**src/rtl/addr_latch_pkg.sv**
```systemverilog
package addr_latch_pkg;

    typedef enum logic [1:0] {
        MODE_WRITE = 2'd0,
        MODE_HOLD  = 2'd1,
        MODE_DEMUX = 2'd2,
        MODE_CLEAR = 2'd3
    } latch_mode_e;

    typedef struct packed {
        logic clear_n;
        logic gate_n;
    } latch_ctrl_t;

    function automatic latch_mode_e decode_mode(input latch_ctrl_t c);
        latch_mode_e m;
        case ({c.clear_n, c.gate_n})
            2'b10:   m = MODE_WRITE;
            2'b11:   m = MODE_HOLD;
            2'b00:   m = MODE_DEMUX;
            default: m = MODE_CLEAR;
        endcase
        return m;
    endfunction

    function automatic logic empties_cells(input latch_mode_e m);
        return (m == MODE_DEMUX) || (m == MODE_CLEAR);
    endfunction

endpackage

```
**src/rtl/al_addr_dec.sv**
```systemverilog
module al_addr_dec #(
    parameter int SEL_W = 3,
    localparam int N = 2 ** SEL_W
) (
    input  logic [SEL_W-1:0] addr,
    output logic [N-1:0]     hit
);
    for (genvar i = 0; i < N; i++) begin : g_hit
        assign hit[i] = (addr == SEL_W'(i));
    end
endmodule

```
**src/rtl/al_store_bank.sv**
```systemverilog
module al_store_bank
    import addr_latch_pkg::*;
#(
    parameter int N = 8
) (
    input  logic        clk,
    input  logic        rst,
    input  latch_mode_e mode,
    input  logic [N-1:0] hit,
    input  logic        din,
    output logic [N-1:0] cells
);
    for (genvar i = 0; i < N; i++) begin : g_cell
        always_ff @(posedge clk) begin
            if (rst) begin
                cells[i] <= 1'b0;
            end else if (empties_cells(mode)) begin
                cells[i] <= 1'b0;
            end else if (mode == MODE_WRITE && hit[i]) begin
                cells[i] <= din;
            end
        end
    end

    AST_WRITE_STORES: assert property (@(posedge clk) disable iff (rst)
        (mode == MODE_WRITE) |=> (((cells & $past(hit)) != '0) == $past(din)));
    AST_UNSEL_KEPT: assert property (@(posedge clk) disable iff (rst)
        (mode == MODE_WRITE) |=> (((cells ^ $past(cells)) & ~$past(hit)) == '0));
    AST_HOLD_FROZEN: assert property (@(posedge clk) disable iff (rst)
        (mode == MODE_HOLD) |=> $stable(cells));
    AST_EMPTY_AFTER_CLEAR: assert property (@(posedge clk) disable iff (rst)
        empties_cells(mode) |=> (cells == '0));
    AST_RESET_EMPTY: assert property (@(posedge clk)
        rst |=> (cells == '0));
endmodule

```
**src/rtl/al_out_mux.sv**
```systemverilog
module al_out_mux
    import addr_latch_pkg::*;
#(
    parameter int N = 8
) (
    input  logic        clk,
    input  logic        rst,
    input  latch_mode_e mode,
    input  logic [N-1:0] hit,
    input  logic        din,
    input  logic [N-1:0] cells,
    output logic [N-1:0] dout
);
    for (genvar i = 0; i < N; i++) begin : g_bit
        always_comb begin
            unique case (mode)
                MODE_WRITE: dout[i] = hit[i] ? din : cells[i];
                MODE_HOLD:  dout[i] = cells[i];
                MODE_DEMUX: dout[i] = hit[i] & din;
                default:    dout[i] = 1'b0;
            endcase
        end
    end

    AST_DEMUX_SINGLE: assert property (@(posedge clk) disable iff (rst)
        (mode == MODE_DEMUX) |-> ($onehot0(dout) && ((dout & ~hit) == '0)));
    AST_CLEAR_LOW: assert property (@(posedge clk) disable iff (rst)
        (mode == MODE_CLEAR) |-> ($countones(dout) == 0));
    AST_HOLD_SHOWS: assert property (@(posedge clk) disable iff (rst)
        (mode == MODE_HOLD) |-> (dout == cells));
endmodule

```
**src/rtl/addr_latch8.sv**
```systemverilog
module addr_latch8
    import addr_latch_pkg::*;
#(
    parameter int SEL_W = 3,
    localparam int N = 2 ** SEL_W
) (
    input  logic             clk,
    input  logic             rst,
    input  logic [SEL_W-1:0] addr,
    input  logic             din,
    input  logic             gate_n,
    input  logic             clear_n,
    output logic [N-1:0]     dout
);
    latch_ctrl_t ctrl;
    latch_mode_e mode;
    logic [N-1:0] hit;
    logic [N-1:0] cells;

    assign ctrl = '{clear_n: clear_n, gate_n: gate_n};
    assign mode = decode_mode(ctrl);

    al_addr_dec #(.SEL_W(SEL_W)) u_dec (
        .addr (addr),
        .hit  (hit)
    );

    al_store_bank #(.N(N)) u_bank (
        .clk   (clk),
        .rst   (rst),
        .mode  (mode),
        .hit   (hit),
        .din   (din),
        .cells (cells)
    );

    al_out_mux #(.N(N)) u_mux (
        .clk   (clk),
        .rst   (rst),
        .mode  (mode),
        .hit   (hit),
        .din   (din),
        .cells (cells),
        .dout  (dout)
    );

    AST_ONE_ADDR: assert property (@(posedge clk) disable iff (rst)
        $onehot(hit));
endmodule

```
**config.mk**
```make
export PLATFORM = sky130hd
export DESIGN_NAME = addr_latch8
export DESIGN_NICKNAME = d
export VERILOG_FILES = /design/src/rtl/addr_latch_pkg.sv /design/src/rtl/al_addr_dec.sv /design/src/rtl/al_store_bank.sv /design/src/rtl/al_out_mux.sv /design/src/rtl/addr_latch8.sv
export SDC_FILE = /design/constraint.sdc
export NUM_CORES = 1
export LEC_CHECK = 0
export BUFFER_PORTS_ARGS = -buffer_cell sky130_fd_sc_hd__buf_2
export CORE_MARGIN = 5
export CORE_UTILIZATION = 45
export DETAILED_ROUTE_END_ITERATION = 16
export HOLD_SLACK_MARGIN = 0.12
export PLACE_DENSITY = 0.72
export SYNTH_ARGS = -nofsm -noshare
export SYNTH_HDL_FRONTEND = slang
export SYNTH_HIERARCHICAL = 1
export SYNTH_SLANG_ARGS = --single-unit
export TNS_END_PERCENT = 5
```
**constraint.sdc**
```tcl
create_clock -name clk -period 0.8 [get_ports clk]
set_input_delay 0.04 -clock clk [delete_from_list [all_inputs] [get_ports clk]]
set_output_delay 0.04 -clock clk [all_outputs]
set_load 0.01 [all_outputs]
```
# [Yosys cells after proc, flatten, opt, wreduce, memory -nomap -nowiden]
# Cells that the tools add are included.
[word_totals] output_inout_bits=8 input_bits=8 word_cells=58 reg_bits=8
[op_classes] bitwise=8 muxes=17 reduce_logical=13 n_eq_ne=12
[ops] op="1-bit one-hot mux with 3 select lines" n=8
[ops] op="3-bit == test (second input constant)" n=4
[ops] op="1-bit bitwise AND" n=8
[ops] op="2-bit == test (second input constant)" n=4
[ops] op="1-bit logical AND" n=8
[ops] op="1-bit two-way mux" n=8
[ops] op="3-bit by 2-bit == test with 1-bit output (second input constant)" n=2
[ops] op="2-bit one-hot mux with 3 select lines" n=1
[ops] op="2-bit zero test" n=2
[ops] op="3-bit by 1-bit == test with 1-bit output (second input constant)" n=1
[ops] op="3-bit zero test" n=1
[ops] op="2-bit by 1-bit == test with 1-bit output (second input constant)" n=1
[ops] op="2-bit OR reduction" n=1
[ops] op="1-bit logical OR" n=1

# [Depth between registers and ports, before layout]
# Gate-level depths: netlist (run 1).
[depth] depth_word=5 depth_mapped=4 mapped_depth_nobuf=4

# [By module]
# Netlist (run 1), hierarchy kept.
[by_module_without_submodules] mod="al_store_bank" cells_per_inst=35 area_per_inst_um2=342.8 seq_area_each_um2=160.2 instances=1
[by_module_without_submodules] mod="al_out_mux" cells_per_inst=24 area_per_inst_um2=220.2 seq_area_each_um2=0.0 instances=1
[by_module_without_submodules] mod="al_addr_dec" cells_per_inst=8 area_per_inst_um2=65.1 seq_area_each_um2=0.0 instances=1
[by_module_without_submodules] mod="addr_latch8" cells_per_inst=2 area_per_inst_um2=7.5 seq_area_each_um2=0.0 instances=1

# [Least setup slack after synthesis (run 1)]
# Ideal clock, no wire load.
[synth_timing] path_type="input -> output" from="input gate_n" to="output dout[0]" path_slack_ns=0.004 path_buffers=1 t_arrival_ns=0.756 cell_stages=3 required_time_ns=0.760 path_cell_list="clkbuf_1 -> nand2b_1 -> mux2_4"
[synth_via] elab_chain_cells=4 elab_cells_between_ends=8 classes_between="eq/ne: 4; mux: 2; reduce/logical: 2"
[synth_rtl] element="from (decl)" line_no="addr_latch8.sv:11" source="input logic gate_n,"
[synth_rtl] element="2-bit == test / 2-bit zero test (equally long branches)" line_no="addr_latch_pkg.sv:17" source="case ({c.clear_n, c.gate_n})"
[synth_rtl] element="2-bit one-hot mux with 3 select lines (*)" line_no="addr_latch_pkg.sv:17"
[synth_rtl] element="2-bit == test (tied with other cells)" line_no="al_out_mux.sv:16" source="unique case (mode)"
[synth_rtl] element="1-bit one-hot mux with 3 select lines (*)" line_no="al_out_mux.sv:16"
[synth_rtl] element="to (decl)" line_no="addr_latch8.sv:13" source="output logic [N-1:0] dout"
# Every way passes the cells marked *; elsewhere a longest branch is shown, timed or not.

# [Final worst setup path (run 1)]
[layout_timing] from="register u_bank.cells[4]" to="output dout[4]"
[layout_via] elab_chain_cells=2
[layout_rtl] element="from (decl)" line_no="al_store_bank.sv:11" source="output logic [N-1:0] cells"
[layout_rtl] element="from (signal, indexed assignment)" line_no="al_store_bank.sv:20" source="cells[i] <= din;"
[layout_rtl] element="1-bit two-way mux" line_no="al_out_mux.sv:17" source="MODE_WRITE: dout[i] = hit[i] ? din : cells[i];"
[layout_rtl] element="1-bit one-hot mux with 3 select lines (*)" line_no="al_out_mux.sv:16"
# Marked as above.

==> results of run 1 <==
[area by class of cell]
type                            instances  area, sq um  area share, %
Sequential cell                         8          161           19.9
Inverter                                1         3.75          0.463
Clock buffer                            3         22.5           2.78
Timing Repair Buffer                   17          140           17.3
Tap cell                               15         18.8           2.31
Multi-Input combinational cell         57          464           57.3
[power by group through the flow]
stage          logic (mW)  clock network (mW)  registers, mW
6_report            0.169               0.302          0.403
5_1_grt             0.187               0.340          0.403
3_5_place_dp        0.156                   0          0.412
4_1_cts             0.168               0.315          0.403
3_3_place_gp        0.153                   0          0.412
2_1_floorplan       0.103                   0          0.411
[layout by cell type (no fill, tap or decap), types with 2 or more instances in the layout]
cell	count
and3b_2	3
buf_2	7
buf_4	2
buf_6	8
clkbuf_4	3
dfxtp_1	7
mux2_4	8
mux2i_1	8
nand2b_1	15
nor2_1	8
nor2b_1	8
nor3b_1	2
[per-stage QoR]
stage | hold slack (ps) | setup slack [ps] | utilization [%] | total power, mW | instance area [sq um]
finish | 158 | -302 | 61.5 | 0.874 | 811
global route | 177 | -348 | 61.5 | 0.930 | 811
CTS | 153 | -314 | 60.5 | 0.886 | 797
detailed placement | 420 | -263 | 55.0 | 0.568 | 724
global placement | 417 | -258 | 55.0 | 0.565 | 724
floorplan | 215 | 4.49 | - | 0.514 | 636
[critical path: cells and delay by family, from the launching register on]
kind          cells  cell delay, ps
flops             1             310
mux               1             270
buf+inv           1             120
simple gates      1             120
[cells by family (layout without fill, tap and decap cells)]
family | after synthesis | after routing
AND/OR/NAND/NOR | 41 | 41
flip-flops | 8 | 8
multiplexers | 16 | 16
buffers and inverters | 4 | 21
[metal layers]
metal / track usage [%] / vias to the layer above / part of all wire (%)
li1: - / 262 / -
met1: 16.6 / 225 / 45
met2: 17.6 / 12 / 48
met3: 3.38 / 2 / 5.6
met4: 8.06 / 0 / 1.3
met5: 0 / - / 0
[how the worst max path moves through the flow]
stage / start / end / slack, ps / cells past startpoint
floorplan: gate_n / dout[0] / 4 / 3
global placement: addr[2] / dout[2] / -260 / 5
finish: u_bank/cells[4]$_SDFFE_PP0P_ / dout[4] / -300 / 3
global route: addr[0] / dout[1] / -350 / 5
detailed placement: addr[2] / dout[2] / -260 / 5
CTS: u_bank/cells[4]$_SDFFE_PP0P_ / dout[4] / -310 / 3
[timing repair]
action / in CTS / in global routing
endpoints found under the hold margin: 0 / 0
setup endpoints to repair: 8 / 9
gates cloned: 0 / 0
resized for setup: 8 / 4
==> reports/results.tsv, run 1 <==
stage	metric	value	unit
run_status	status	finished with violations	
run_status	violations	setup timing	
layout	reg_top3	u_bank/cells: 8 flops	
cts	cts_setup_buffers	0	
job	maxCapViolCount	0	
floorplan	core_area	1320	sq um
cts	cts.root.buffer_cell	clkbuf_4	
route	drt_iter0_markers	7	
synth	synth_xor_area_share	0	%
min_path	hold_depth	4	
placed_design	routabilityCongestion	0.714	
critical_path	cp_slowest_stage_delay	310	ps
pwr	clkPwrFrac	34.6	%
pwr	switching_power	214	uW
layout	drive_gt1_share	40.7	%
cts	cts-hold-fix-buffers	0	
synth	synth_edf_count	0	
timing	relSlewSlack	75.8	%
global_routing	grt_max_degree	17	
floorplan	fp.dieW	47.6	um
min_path	hold_path_class	primary input to flip-flop	
layout	nFillCells	125	
global_routing	grt-ovfl-total	0	
synth	synth_top_area_share	25.2	%
cts	clkSinkCount	8	
critical_path	critPathKind	flip-flop to output pin	
cts	cts_tree	yes	
critical_path	crit_slowest_cell	dfxtp_1	
synth	synth_seq_cells	8	
critical_path	cp_max_fo	2	
timing	fin_setup_tns	-2380	ps
timing	setup_viol	8	
synth	synth_mux_area_share	31.5	%
synth	yosys.area_share.simple	39.6	%
timing	slew_violations	0	
global_routing	grt_pass1_vias	462	
cts	cts_inserted_buffers	3	
route	dr_total_vias	501	
timing	fin_worst_skew	0	ps
timing	worst_pin_slew	362	ps
route	ant_nets	0	
timing	finalHoldViolations	0	
critical_path	cp.required	760	ps
timing	max_freq	0.907	GHz
synth	synth_top_family_by_area	simple AND/OR/NAND/NOR gates	
synth	synthTopCellsByArea	dfxtp_1 (25%), mux2_4 (19%), nand2b_1 (15%)	
floorplan	die-area	2260	sq um
synth	syn_area	636	sq um
timing	post-route-period-util	138	%
pwr	p_per_area	1080	nW/um^2
critical_path	reg2reg_slack	200	ps
synth	async_reset_ff_share	0	%
synth	yosys.area.top_type	dfxtp_1	
global_routing	antenna_found_initial	0	
global_routing	track_usage	12.5	%
placed_design	port_buffers	15	
critical_path	r2r-end	u_bank/cells[3]$_SDFFE_PP0P_	
pwr	ir_worst_vdd	0.000982	V
synth	syn_area_per_cell	9.21	sq um
synth	synthAdderAreaFrac	0	%
pwr	seqPwrFrac	46.1	%
global_routing	grt_pass1_wl	1.94	mm
floorplan	start_util	48.2	%
synth	seq_area_frac_synth	25.2	%
layout	nNetsFinal	96	
layout	diodes	0	
route	wirelength	1.15	mm
critical_path	reg2reg_depth	2	
critical_path	crit_chain	nor2b_1, mux2_4, buf_6	
route	viasPerCell	4.96	
synth	synth_cell_types	15	
pwr	p_int	661	uW
synth	synthFlopType	dfxtp_1	
timing	rsz0062_at_grt	true	
min_path	holdCritStartpoint	rst	
floorplan	die_y	47.6	um
critical_path	start_kind	flip-flop	
synth	synth_compound_area_share	0	%
cts	htreeDepth	1	
layout	fin_cells	101	
synth	synthCells	69	
min_path	hold_end	u_bank/cells[7]$_SDFFE_PP0P_	
timing	layout_setup_ws	-302	ps
layout	largest_reg_flops	8	
synth	synth_most_common_cell	nand2b_1	
synth	ys_warn_count	6	
floorplan	std_cell_rows	13	
floorplan	ios	16	
placed_design	dp_hpwl	841	um
cts	clockBufferDepth	2	
route	first_pass_iters	4	
placed_design	dp.cells	98	
synth	syn-num-nets	77	
layout	regMostFlops	u_bank/cells	
cts	clk_latency	250	ps
pwr	p_leak	0.392	nW
pwr	swShare	24.5	%
critical_path	end_kind	output pin	
critical_path	r2r-start	u_bank/cells[3]$_SDFFE_PP0P_	
timing	min_period	1100	ps
critical_path	cp_data_arrival_time	1060	ps
cts	clkTransAtPathRegs	50	ps
pwr	comb_power_share	19.3	%
layout	area_delta_synth_final	27.6	%
route	drc	0	
route	wl_per_cell	11.4	um
synth	synth_common_cells	nand2b_1 (15), nor2b_1 (9)	
No activity file was read; power rests on OpenSTA's default activity.
==> run 2, diff against run 1 <==
--- a/config.mk
+++ b/config.mk
@@ -7,8 +7,10 @@
 export LEC_CHECK = 0
+export ABC_AREA = 1
 export BUFFER_PORTS_ARGS = -buffer_cell sky130_fd_sc_hd__buf_2
 export CORE_MARGIN = 5
-export CORE_UTILIZATION = 45
+export CORE_UTILIZATION = 47
 export DETAILED_ROUTE_END_ITERATION = 16
 export HOLD_SLACK_MARGIN = 0.12
-export PLACE_DENSITY = 0.72
+export PLACE_DENSITY = 0.73
+export SLEW_MARGIN = 20
 export SYNTH_ARGS = -nofsm -noshare
==> constraint.sdc (replaced) <==
create_clock -name clk -period 0.8 [get_ports clk]
set_input_delay 0 -clock clk [delete_from_list [all_inputs] [get_ports clk]]
set_output_delay 0 -clock clk [all_outputs]
set_load 0.01 [all_outputs]
==> reports/results.tsv, run 2 <==
stage	metric	value	unit
min_path	hold_path_class	primary input to flip-flop	
synth	synthTopCellsByArea	nand2_1 (25%), dfxtp_1 (21%), nand3_1 (10%)	
synth	synth_common_cells	nand2_1 (52), nand3_1 (16), nor2_1 (16), inv_1 (12)	
synth	yosys.area_share.simple	56.6	%
critical_path	crit_slowest_cell	dfxtp_2	
synth	synthAdderAreaFrac	0	%
floorplan	ios	16	
cts	cts.root.buffer_cell	clkbuf_4	
critical_path	cp-startpoint	u_bank/cells[6]$_SDFFE_PP0P_	
layout	final_common_cell	nand2_1	
synth	syn-num-nets	139	
pwr	p_per_area	987	nW/um^2
layout	diodes	0	
critical_path	critPathKind	flip-flop to output pin	
synth	ys_warn_count	6	
critical_path	crit_chain	nand2_1, nand2_1, nand2_1, nand3_1, buf_2	
layout	fin_cells	182	
timing	slew_violations	0	
critical_path	cp_max_fo	3	
placed_design	pre_cts_ws	-118	ps
placed_design	place_area	965	sq um
synth	synth_compound_area_share	9.14	%
synth	async_reset_ff_share	0	%
cts	htreeDepth	1	
timing	finalHoldViolations	0	
critical_path	start_kind	flip-flop	
synth	synthCells	131	
timing	min_period	956	ps
cts	clockBufferDepth	2	
cts	clkSinkCount	8	
run_status	status	finished with violations	
critical_path	reg2reg_depth	3	
synth	synth_xor_area_share	0	%
synth	synth_edf_count	0	
route	dr_total_vias	965	
critical_path	cp_data_arrival_time	960	ps
global_routing	antenna_found_initial	0	
layout	area_delta_synth_final	39.5	%
global_routing	grt-ovfl-total	0	
placed_design	port_buffers	15	
min_path	hold_depth	5	
critical_path	end_kind	output pin	
timing	whs	134	ps
critical_path	cp_num_cells	5	
pwr	p_leak	0.540	nW
timing	rsz0062_at_grt	true	
route	first_pass_iters	7	
synth	yosys.area.top_type	nand2_1	
synth	synth_seq_cells	8	
global_routing	grt_max_degree	17	
timing	post-route-period-util	120	%
cts	clkTransAtPathRegs	60	ps
synth	syn_area_per_cell	5.85	sq um
layout	largest_reg_flops	8	
critical_path	r2r-start	u_bank/cells[7]$_SDFFE_PP0P_	
cts	clk_latency	260	ps
timing	fin_worst_skew	0	ps
floorplan	start_util	50.3	%
layout	reg_top3	u_bank/cells: 8 flops	
synth	synth_mux_area_share	0	%
synth	synthFlopType	dfxtp_1	
critical_path	cp.required	800	ps
critical_path	reg2reg_slack	100	ps
layout	mostFrequentLayoutCells	nand2_1 (52), buf_4 (20), nand3_1 (14), buf_2 (13), inv_1 (12)	
run_status	violations	setup timing	
critical_path	crit_top_cell	nand2_1	
layout	nNetsFinal	176	
pwr	ir_worst_vdd	0.000866	V
pwr	finalPower	1.06	mW
critical_path	critPathBufInv	1	
placed_design	dp_hpwl	1.47	mm
synth	synth_top_family_by_area	simple AND/OR/NAND/NOR gates	
floorplan	fp.dieW	50.4	um
cts	cts_tree	yes	
timing	worst_pin_slew	307	ps
route	viasPerCell	5.30	
global_routing	grt_pass1_wl	3.46	mm
layout	regMostFlops	u_bank/cells	
synth	synth_top_area_share	25.4	%
critical_path	endpoint	dout[6]	
floorplan	die_y	50.4	um
global_routing	track_usage	17.6	%
floorplan	std_cell_rows	14	
cts	cts-hold-fix-buffers	0	
synth	seq_area_frac_synth	20.9	%
job	maxCapViolCount	0	
critical_path	cp_slowest_stage_delay	330	ps
synth	syn_area	767	sq um
floorplan	core_area	1520	sq um
critical_path	crit_family	flip-flops	
route	drt_iter0_markers	25	
route	wirelength	2.15	mm
layout	nFillCells	142	
layout	fin_area	1070	sq um
synth	synth_most_common_cell	nand2_1	
layout	utilization	70.2	%
route	ant_nets	0	
timing	relSlewSlack	79.5	%
placed_design	routabilityCongestion	0.819	
synth	synth_cell_types	15	
global_routing	grt_pass1_vias	831	
placed_design	dp.cells	174	
route	wl_per_cell	11.8	um
timing	fin_setup_tns	-1160	ps
layout	drive_gt1_share	41.6	%
timing	layout_setup_ws	-156	ps
critical_path	r2r-end	u_bank/cells[7]$_SDFFE_PP0P_	
timing	max_freq	1.05	GHz
route	drc	0	
floorplan	die-area	2540	sq um
cts	cts_inserted_buffers	3	
timing	setup_viol	8	
## run 2: changes by cell type in the layout (fill, tap and decap cells not counted), sizes merged, moves of 8 or more
cell / change
nor2: +12
inv: +13
nand4: +8
nand3: +16
a21oi: +8
mux2: -8
buf: +20
nand2b: -15
nand2: +52
nor2b: -9
mux2i: -8
## run 2: worst min path at each step
stage	startpoint	slack (ps)	endpoint
final	rst	130	u_bank/cells[3]$_SDFFE_PP0P_
after CTS	rst	130	u_bank/cells[3]$_SDFFE_PP0P_
after global placement	rst	410	u_bank/cells[0]$_SDFFE_PP0P_
after global routing	rst	140	u_bank/cells[2]$_SDFFE_PP0P_
after detailed placement	rst	420	u_bank/cells[3]$_SDFFE_PP0P_
after floorplan	rst	180	u_bank/cells[1]$_SDFFE_PP0P_
## run 2: cells by family (layout without fill, tap and decap cells)
kind of cell	after synthesis	after routing
buf+inv	19	54
flops	8	8
compound gates	8	8
simple gates	96	96
## run 2: area by class of cell
type                    count  area (sq um)  area share (%)
multi-input cells         104           527            49.2
flip-flops and latches      8           170            15.9
repair buffers             37           278            26.0
well taps                  16          20.0            1.87
clock buffers               3          22.5            2.11
inverters                  14          52.6            4.91
## run 2: worst register-to-register path: stages (launching register included)
cell and delay (ps):
dfxtp_2 320, buf_4 120, a21oi_2 90, nor2_1 60
## run 2: what timing repair did
item | in CTS | in global routing
buffers inserted | 5 | 0
resized for setup | 8 | 9
pin swaps | 7 | 1
setup endpoints to repair | 8 | 8
## run 2: power breakdown
part,internal [mW],switching (mW)
Clock,0.174,0.168
Sequential,0.402,0.00247
Combinational,0.128,0.182
Total,0.704,0.353
## run 2: metal layers
metal | part of all wire, % | vias up | global-route usage [%] | wire length (um)
met4 | 2.5 | 0 | 8.09 | 53
met1 | 40 | 429 | 20.8 | 854
met2 | 49 | 39 | 29.1 | 1060
li1 | - | 487 | - | -
met5 | 0 | - | 0 | 0
met3 | 8.2 | 10 | 5.03 | 176
==> run 3, diff against run 2 <==
- CORE_MARGIN: 5 -> 3
==> reports/results.tsv, run 3 (synthesized netlist as in run 2, its figures left out) <==
stage	metric	value	unit
layout	mostFrequentLayoutCells	nand2_1 (49), buf_4 (19), nand3_1 (16), nor2_1 (16), buf_2 (15)	
placed_design	dp.cells	170	
layout	reg_top3	u_bank/cells: 8 flops	
critical_path	cp_max_fo	2	
route	drt_iter0_markers	25	
floorplan	ios	16	
route	dr_total_vias	937	
critical_path	reg2reg_slack	-10	ps
timing	worst_pin_slew	280	ps
global_routing	grt_pass1_wl	3.35	mm
cts	clkSinkCount	8	
cts	cts_inserted_buffers	3	
floorplan	std_cell_rows	13	
pwr	ir_worst_vdd	0.000742	V
layout	drive_gt1_share	39.2	%
global_routing	grt-ovfl-total	0	
global_routing	met1_usage	26.7	%
critical_path	cp_data_arrival_time	940	ps
timing	setup_viol	9	
pwr	p_leak	0.532	nW
critical_path	cp.required	800	ps
cts	clockBufferDepth	2	
placed_design	dp_hpwl	1.39	mm
critical_path	reg2reg_depth	4	
global_routing	grt_use_met2	37.1	%
pwr	p_per_area	965	nW/um^2
layout	largest_reg_flops	8	
cts	clk_latency	250	ps
layout	regMostFlops	u_bank/cells	
timing	slew_violations	0	
critical_path	end_kind	output pin	
timing	fin_worst_skew	0	ps
timing	finalHoldViolations	0	
route	wirelength	1.99	mm
floorplan	start_util	54.2	%
layout	diodes	0	
timing	relSlewSlack	81.3	%
global_routing	grt_max_degree	17	
timing	min_period	943	ps
global_routing	busiest_layer	met2	
critical_path	r2r-start	u_bank/cells[0]$_SDFFE_PP0P_	
timing	post-route-period-util	118	%
critical_path	critPathKind	flip-flop to output pin	
cts	cts.root.buffer_cell	clkbuf_4	
min_path	hold_depth	5	
placed_design	routabilityCongestion	0.802	
min_path	hold_path_class	primary input to flip-flop	
timing	max_freq	1.06	GHz
min_path	hold_end	u_bank/cells[4]$_SDFFE_PP0P_	
job	maxCapViolCount	0	
run_status	violations	setup timing	
floorplan	die_y	46.4	um
critical_path	r2r-end	u_bank/cells[0]$_SDFFE_PP0P_	
critical_path	start_kind	flip-flop	
cts	cts_tree	yes	
run_status	status	finished with violations	
route	drc	0	
global_routing	grt_pass1_vias	825	
route	viasPerCell	5.18	
cts	cts-hold-fix-buffers	0	
floorplan	core_area	1420	sq um
floorplan	fp.dieW	46.4	um
global_routing	track_usage	21.1	%
route	wl_per_cell	11.0	um
route	first_pass_iters	4	
timing	layout_setup_ws	-143	ps
global_routing	antenna_found_initial	0	
global_routing	grtUsageMet3	2.73	%
route	ant_nets	0	
floorplan	die-area	2150	sq um
cts	clkTransAtPathRegs	60	ps
timing	rsz0062_at_grt	true	
placed_design	port_buffers	15	
cts	htreeDepth	1	
min_path	holdCritStartpoint	rst	
timing	whs	156	ps
layout	nNetsFinal	176	
layout	final_common_cell	nand2_1	
layout	fin_cells	181	
layout	area_delta_synth_final	37.4	%
run 3: cell counts in the layout (fill, tap and decap cells not counted):
Identical to the previous run, type by type.
run 3: cell type report:
class,count,area (sq um)
clock buffers,3,22.5
fillers,124,362
inverters,14,52.6
multi-input cells,104,512
flip-flops and latches,8,170
well taps,15,18.8
repair buffers,37,278
run 3: timing repair:
item	in CTS	in global routing
pin swaps	7	5
buffers inserted	7	1
endpoints found under the hold margin	0	0
resized for setup	8	3
gates cloned	0	0
setup endpoints to repair	8	8
run 3: how the worst max path moves through the flow:
| stage | start | end | cells past startpoint |
|---|---|---|---|
| after floorplan | gate_n | u_bank/cells[1]$_SDFFE_PP0P_ | 6 |
| after global placement | addr[0] | dout[6] | 11 |
| after detailed placement | addr[0] | dout[0] | 11 |
| after CTS | u_bank/cells[3]$_SDFFE_PP0P_ | dout[3] | 5 |
| after global routing | u_bank/cells[0]$_SDFFE_PP0P_ | dout[0] | 5 |
| final | u_bank/cells[0]$_SDFFE_PP0P_ | dout[0] | 4 |
run 3: stage by stage:
stage	TNS [ps]	power [mW]	instance area [sq um]	setup WS [ps]	util [%]
floorplan	0	0.593	767	54.3	-
global route	-1610	1.08	1050	-223	74.4
CTS	-990	1.03	1040	-132	73.4
global placement	-249	0.700	953	-35.2	67.4
finish	-982	1.02	1050	-143	74.4
detailed placement	-427	0.704	953	-48.6	67.4
run 3: per-layer routing:
metal,vias up,part of all wire (%),wire [um]
li1,486,-,-
met1,437,47,925
met2,14,49,968
met3,0,4.7,94
met4,0,0,0
met5,-,0,0
run 3: worst max-delay path, stage by stage, from the launching register on:
cell     delay (ps)
dfxtp_2         320
buf_4           130
nand2_1          50
nand3_1          50
buf_2           140
run 3: power by group:
part,internal (mW),total (mW),switching (mW)
logic,0.125,0.300,0.175
registers,0.402,0.405,0.00253
clock network,0.172,0.313,0.141
